<file path="config.mk">
export PLATFORM = sky130hd
export DESIGN_NAME = hc_irq_regs
export DESIGN_NICKNAME = d
export VERILOG_FILES = /design/src/rtl/hc_irq_pkg.sv /design/src/rtl/hc_irq_ctrl.sv /design/src/rtl/hc_irq_datapath.sv /design/src/rtl/hc_irq_regs.sv
export SDC_FILE = /design/constraint.sdc
export NUM_CORES = 1
export LEC_CHECK = 0
export ABC_AREA = 1
export BUFFER_PORTS_ARGS = -buffer_cell sky130_fd_sc_hd__buf_4
export CORE_UTILIZATION = 46
export CTS_BUF_LIST = sky130_fd_sc_hd__clkbuf_2 sky130_fd_sc_hd__clkbuf_4 sky130_fd_sc_hd__clkbuf_8
export DETAILED_ROUTE_END_ITERATION = 7
export GPL_TIMING_DRIVEN = 0
export PLACE_DENSITY_LB_ADDON = 0.12
export SLEW_MARGIN = 40
export SYNTH_ARGS = -nofsm -noshare
export SYNTH_HDL_FRONTEND = slang
export SYNTH_HIERARCHICAL = 1
export SYNTH_SLANG_ARGS = --single-unit
</file>
<file path="constraint.sdc">
create_clock -name clk -period 1.65 [get_ports clk]
set_input_delay 0.165 -clock clk [delete_from_list [all_inputs] [get_ports clk]]
set_output_delay 0.165 -clock clk [all_outputs]
set_load 0.1 [all_outputs]
</file>
<file path="src/rtl/hc_irq_pkg.sv">
package hc_irq_pkg;

  // Which register the read mux returns
  typedef enum logic [1:0] {
    SEL_NONE   = 2'd0,
    SEL_STATUS = 2'd1,
    SEL_ENABLE = 2'd2
  } rdSel_e;

  // Strobes from address decode to the register datapath
  typedef struct packed {
    logic   statusClr;
    logic   enSet;
    logic   enClr;
    rdSel_e rdSel;
  } regStrobe_t;

endpackage

</file>
<file path="src/rtl/hc_irq_ctrl.sv">
module hc_irq_ctrl
  import hc_irq_pkg::*;
#(
  parameter int ADDR_W      = 4,
  parameter int STATUS_WORD = 0
) (
  input  logic [ADDR_W-1:0] addr,
  input  logic              wrEn,
  output regStrobe_t        strobe
);

  localparam logic [ADDR_W-1:0] StAddr  = ADDR_W'(STATUS_WORD);
  localparam logic [ADDR_W-1:0] SetAddr = ADDR_W'(STATUS_WORD + 1);
  localparam logic [ADDR_W-1:0] ClrAddr = ADDR_W'(STATUS_WORD + 2);

  logic hitStatus;
  logic hitSet;
  logic hitClr;

  always_comb begin
    hitStatus = (addr == StAddr);
    hitSet    = (addr == SetAddr);
    hitClr    = (addr == ClrAddr);

    strobe.statusClr = wrEn & hitStatus;
    strobe.enSet     = wrEn & hitSet;
    strobe.enClr     = wrEn & hitClr;

    if (hitStatus)            strobe.rdSel = SEL_STATUS;
    else if (hitSet | hitClr) strobe.rdSel = SEL_ENABLE;
    else                      strobe.rdSel = SEL_NONE;
  end

endmodule

</file>
<file path="src/rtl/hc_irq_datapath.sv">
module hc_irq_datapath
  import hc_irq_pkg::*;
#(
  parameter int                  DATA_W   = 32,
  parameter logic [DATA_W-2:0]   SRC_MASK = 31'h4000_007F
) (
  input  logic              clk,
  input  logic              rstN,
  input  regStrobe_t        strobe,
  input  logic [DATA_W-1:0] wrData,
  input  logic [DATA_W-2:0] evtPulse,
  output logic [DATA_W-1:0] statusQ,
  output logic [DATA_W-1:0] enableQ,
  output logic [DATA_W-1:0] rdData,
  output logic              irq
);

  localparam int SRC_N  = DATA_W - 1;
  localparam int MASTER = DATA_W - 1;

  logic [SRC_N-1:0] pendVec;

  // Pending bits: the event has priority over a same-cycle clear
  for (genvar i = 0; i < SRC_N; i++) begin : g_status
    always_ff @(posedge clk or negedge rstN) begin
      if (!rstN) statusQ[i] <= 1'b0;
      else       statusQ[i] <= SRC_MASK[i] &
                               (evtPulse[i] | (statusQ[i] & ~(strobe.statusClr & wrData[i])));
    end
  end
  assign statusQ[MASTER] = 1'b0;

  // Mask bits: set and clear arrive on separate addresses
  for (genvar i = 0; i < DATA_W; i++) begin : g_enable
    localparam logic Impl = (i == MASTER) ? 1'b1 : SRC_MASK[i];
    always_ff @(posedge clk or negedge rstN) begin
      if (!rstN) enableQ[i] <= 1'b0;
      else       enableQ[i] <= Impl &
                               ((enableQ[i] | (strobe.enSet & wrData[i])) &
                                ~(strobe.enClr & wrData[i]));
    end
  end

  always_comb begin
    case (strobe.rdSel)
      SEL_STATUS: rdData = statusQ;
      SEL_ENABLE: rdData = enableQ;
      default:    rdData = '0;
    endcase
  end

  assign pendVec = statusQ[SRC_N-1:0] & enableQ[SRC_N-1:0];
  assign irq     = enableQ[MASTER] & (|pendVec);

endmodule

</file>
<file path="src/rtl/hc_irq_regs.sv">
module hc_irq_regs
  import hc_irq_pkg::*;
#(
  parameter int                ADDR_W      = 4,
  parameter int                STATUS_WORD = 0,
  parameter int                DATA_W      = 32,
  parameter logic [DATA_W-2:0] SRC_MASK    = 31'h4000_007F
) (
  input  logic              clk,
  input  logic              rstN,
  input  logic [ADDR_W-1:0] addr,
  input  logic              wrEn,
  input  logic [DATA_W-1:0] wrData,
  output logic [DATA_W-1:0] rdData,
  input  logic [DATA_W-2:0] evtPulse,
  output logic              irq
);

  regStrobe_t        strobe;
  logic [DATA_W-1:0] statusQ;
  logic [DATA_W-1:0] enableQ;

  hc_irq_ctrl #(
    .ADDR_W      (ADDR_W),
    .STATUS_WORD (STATUS_WORD)
  ) u_ctrl (
    .addr   (addr),
    .wrEn   (wrEn),
    .strobe (strobe)
  );

  hc_irq_datapath #(
    .DATA_W   (DATA_W),
    .SRC_MASK (SRC_MASK)
  ) u_dp (
    .clk      (clk),
    .rstN     (rstN),
    .strobe   (strobe),
    .wrData   (wrData),
    .evtPulse (evtPulse),
    .statusQ  (statusQ),
    .enableQ  (enableQ),
    .rdData   (rdData),
    .irq      (irq)
  );

endmodule

</file>
==> metrics.log <==
[metrics] outcome: finished, final reports clean
[metrics] ratio of final minimum period to clock period: 0.956
[metrics] Worst R2R Start: u_dp/enableQ[30]
[metrics] Syn Inst Count: about 150
[metrics] Peak Freq: 634 MHz
[metrics] via density per instance: roughly 4.5
[metrics] Reg power frac: 0.363
[metrics] power after layout: 1.40 mW
[metrics] Antenna Cells: 0
[metrics] violation count after the first detailed-routing iteration: 18
[metrics] Cell Chain, Critical Path: buf_4 > nor2_1 > nand2_2 > inv_1 > buf_4 > ha_1 > buf_6 > nand2_1 > a21oi_4 > buf_8
[metrics] global-route wire length before repair: ~3.9 mm
[metrics] endpoint type of the worst setup path: output port
[metrics] end point of the worst hold path: u_dp/statusQ[4]
[metrics] worst hold path class: input pin to flip-flop
[metrics] number of inserted filler cells in the final layout: 189
[metrics] total length of routed wires: ~2.6 mm
[metrics] Die H: slightly above 50 microns
[metrics] final critical path time including I/O delays and setup: between 1.5 and 2 ns
[metrics] NumNets Final: ~290
[metrics] maximum buffer depth of the clock tree: 2
[metrics] Row Count: 17
[metrics] Power Dens Cells: roughly 790 nW/um^2
[metrics] # clock sinks: 17
[metrics] largest delay contributor family on the critical path: buffers and inverters
[metrics] mean instance size in the synthesized netlist: ~7.5 sq um
[metrics] initial antenna violation count: 0
[metrics] setup violators final: 0
[metrics] maximum resistive drop on vdd: approximately 0.66 mV
[metrics] worst hold path stage count: 2
[metrics] CP peak stage delay: 0.21 ns
[metrics] CTS H-tree lvls: 1
[metrics] combinational power share: 0.468
[metrics] top-level I/O count: between 100 and 150
[metrics] area occupied by registers: 425 sq um
[metrics] detailed-route wire length per cell: between 10 and 15 microns
[metrics] number of placed instances, taps included: between 200 and 250
[metrics] final hold vios: 0
[metrics] Post-DP HPWL: approximately 1.8 mm
[metrics] clock tree skew after final layout: 0 ns
[metrics] crit-path most repeated cell: sky130_fd_sc_hd__buf_4
[metrics] placeable core region: ~2300 sq um
[metrics] total CTS buffers: 3
[metrics] Layout Cells excl Fill: 240
[metrics] largest net degree at the start of global routing: 18
[metrics] DRC violations left: 0
[metrics] worst setup slack after layout: roughly 0.073 ns
[metrics] number of nets with antenna violations after detailed routing: 0
[metrics] fraction of power spent switching nets: 0.449
[metrics] slack of the worst reg-to-reg path: 0.83 ns
[metrics] clock tree from TritonCTS: built
[metrics] GR Overflow Total: 0
[metrics] type of element launching the critical path: input pin
[metrics] master of the slowest instance on the critical path: sky130_fd_sc_hd__buf_8
[metrics] startpoint-to-endpoint class of the critical path: input pin to output port
[metrics] worst-path maximum fanout: 8
[metrics] post-synth design cell area: approximately 1100 sq um
[metrics] register clock-pin slew on the reported worst setup and hold paths: ~0.090 ns
[metrics] number of iterations in the first detailed-routing pass: 6
[metrics] number of max-capacitance violations reported: 0
[metrics] IO buf count: 33
[metrics] buffers plus inverters on the worst setup path: 5
[metrics] vias in the first global route: between 900 and 1000
[metrics] min-delay src: evtPulse[4]
[metrics] data required time of the critical path: about 1.5 ns
[metrics] internal power: between 0.7 and 0.8 mW
[metrics] proportion of power drawn by the clock network: 0.169
[metrics] via count: between 1000 and 1500
[metrics] routability congestion estimate: roughly 0.76
[metrics] net switching power: around 0.63 mW
[metrics] count of pins over their slew limit: 0
[metrics] reg-to-reg critical path endpoint: u_dp/enableQ[30]
[metrics] floorplan die area: 2700 sq um
[metrics] area added between synthesis and finish: 55.1%
[metrics] worst skew pair latency: 0.29 ns
[metrics] fraction of layout cells with a size suffix above 1: 0.377
[metrics] pre-CTS setup slack: -0.0696 ns
[metrics] data arrival time of the critical path: roughly 1.4 ns
[metrics] floorplan die width: around 52 microns
[metrics] clk root buf: sky130_fd_sc_hd__clkbuf_4
[metrics] starting density of the core: 0.504
[metrics] Pleak: 0.919 nW
[metrics] Synthesis Warnings: 6
[metrics] Worst R2R Path Depth: 3
[metrics] area used by multi-input combinational logic: approximately 640 sq um
[metrics] combined global-route utilization of all metal layers: 0.200
-- per-stage QoR --
stage          setup TNS, ns  utilization  instance area (sq um)  hold slack, ns
2_1_floorplan          -1.97            -                   1280          -0.131
3_3_place_gp         -0.0641        0.689                   1570          0.0389
3_5_place_dp          -0.401        0.689                   1570          0.0407
4_1_cts              -0.0644        0.730                   1660          0.0408
5_1_grt              -0.0697        0.781                   1780          0.0371
6_report                   0        0.781                   1780          0.0423
-- routing by layer --
layer / part of all wire / GRT usage / up-vias
met2: 0.52 / 0.365 / 54
met5: 0 / 0 / -
met1: 0.38 / 0.238 / 486
met4: 0.012 / 0.0270 / 0
met3: 0.081 / 0.0526 / 6
li1: - / - / 545
-- repair_timing --
action	CTS	global route
setup endpoints to repair	8	8
resized for setup	14	22
setup buffers	0	0
endpoints found under the hold margin	17	0
hold buffers	1	0
pin swaps	0	2
-- cell usage in the layout, fill, tap and decap left out, drive strengths merged, types with 2 or more instances in the layout --
master / instances
conb: 23
nor2: 9
a21oi: 17
clkbuf: 4
dfrtp: 17
nand2: 42
a21o: 16
buf: 63
ha: 2
inv: 17
-- registers in the layout (all words and copies together), names as in the netlist --
register and cells:
u_dp/enableQ 9, u_dp/statusQ 8
-- layout make-up --
| cell class | count | share of cell area |
|---|---|---|
| inverter | 17 | 0.0359 |
| buffer | 30 | 0.135 |
| sequential | 17 | 0.239 |
| clock buffer | 4 | 0.0169 |
| timing repair buffer | 34 | 0.196 |
| tap | 28 | 0.0197 |
| multi-input combinational | 110 | 0.357 |
-- power by group through the flow --
| stage | registers (mW) | logic, mW | clock network, mW |
|---|---|---|---|
| final | 0.509 | 0.656 | 0.237 |
| after global routing | 0.516 | 0.700 | 0.264 |
| after CTS | 0.508 | 0.629 | 0.243 |
| after detailed placement | 0.516 | 0.619 | 0 |
| after global placement | 0.514 | 0.611 | 0 |
| after floorplan | 0.509 | 0.520 | 0 |
-- worst max-delay path by stage --
stage	endpoint	cells past startpoint	slack (ns)	start
after detailed placement	rdData[3]	10	-0.07	addr[3]
after floorplan	rdData[0]	8	-0.28	addr[3]
after global routing	rdData[5]	10	-0.02	addr[0]
after CTS	rdData[3]	10	-0.02	addr[3]
after global placement	rdData[3]	10	-0.02	addr[3]
final	rdData[6]	10	0.07	addr[0]
(Power assumes the default switching activity.)
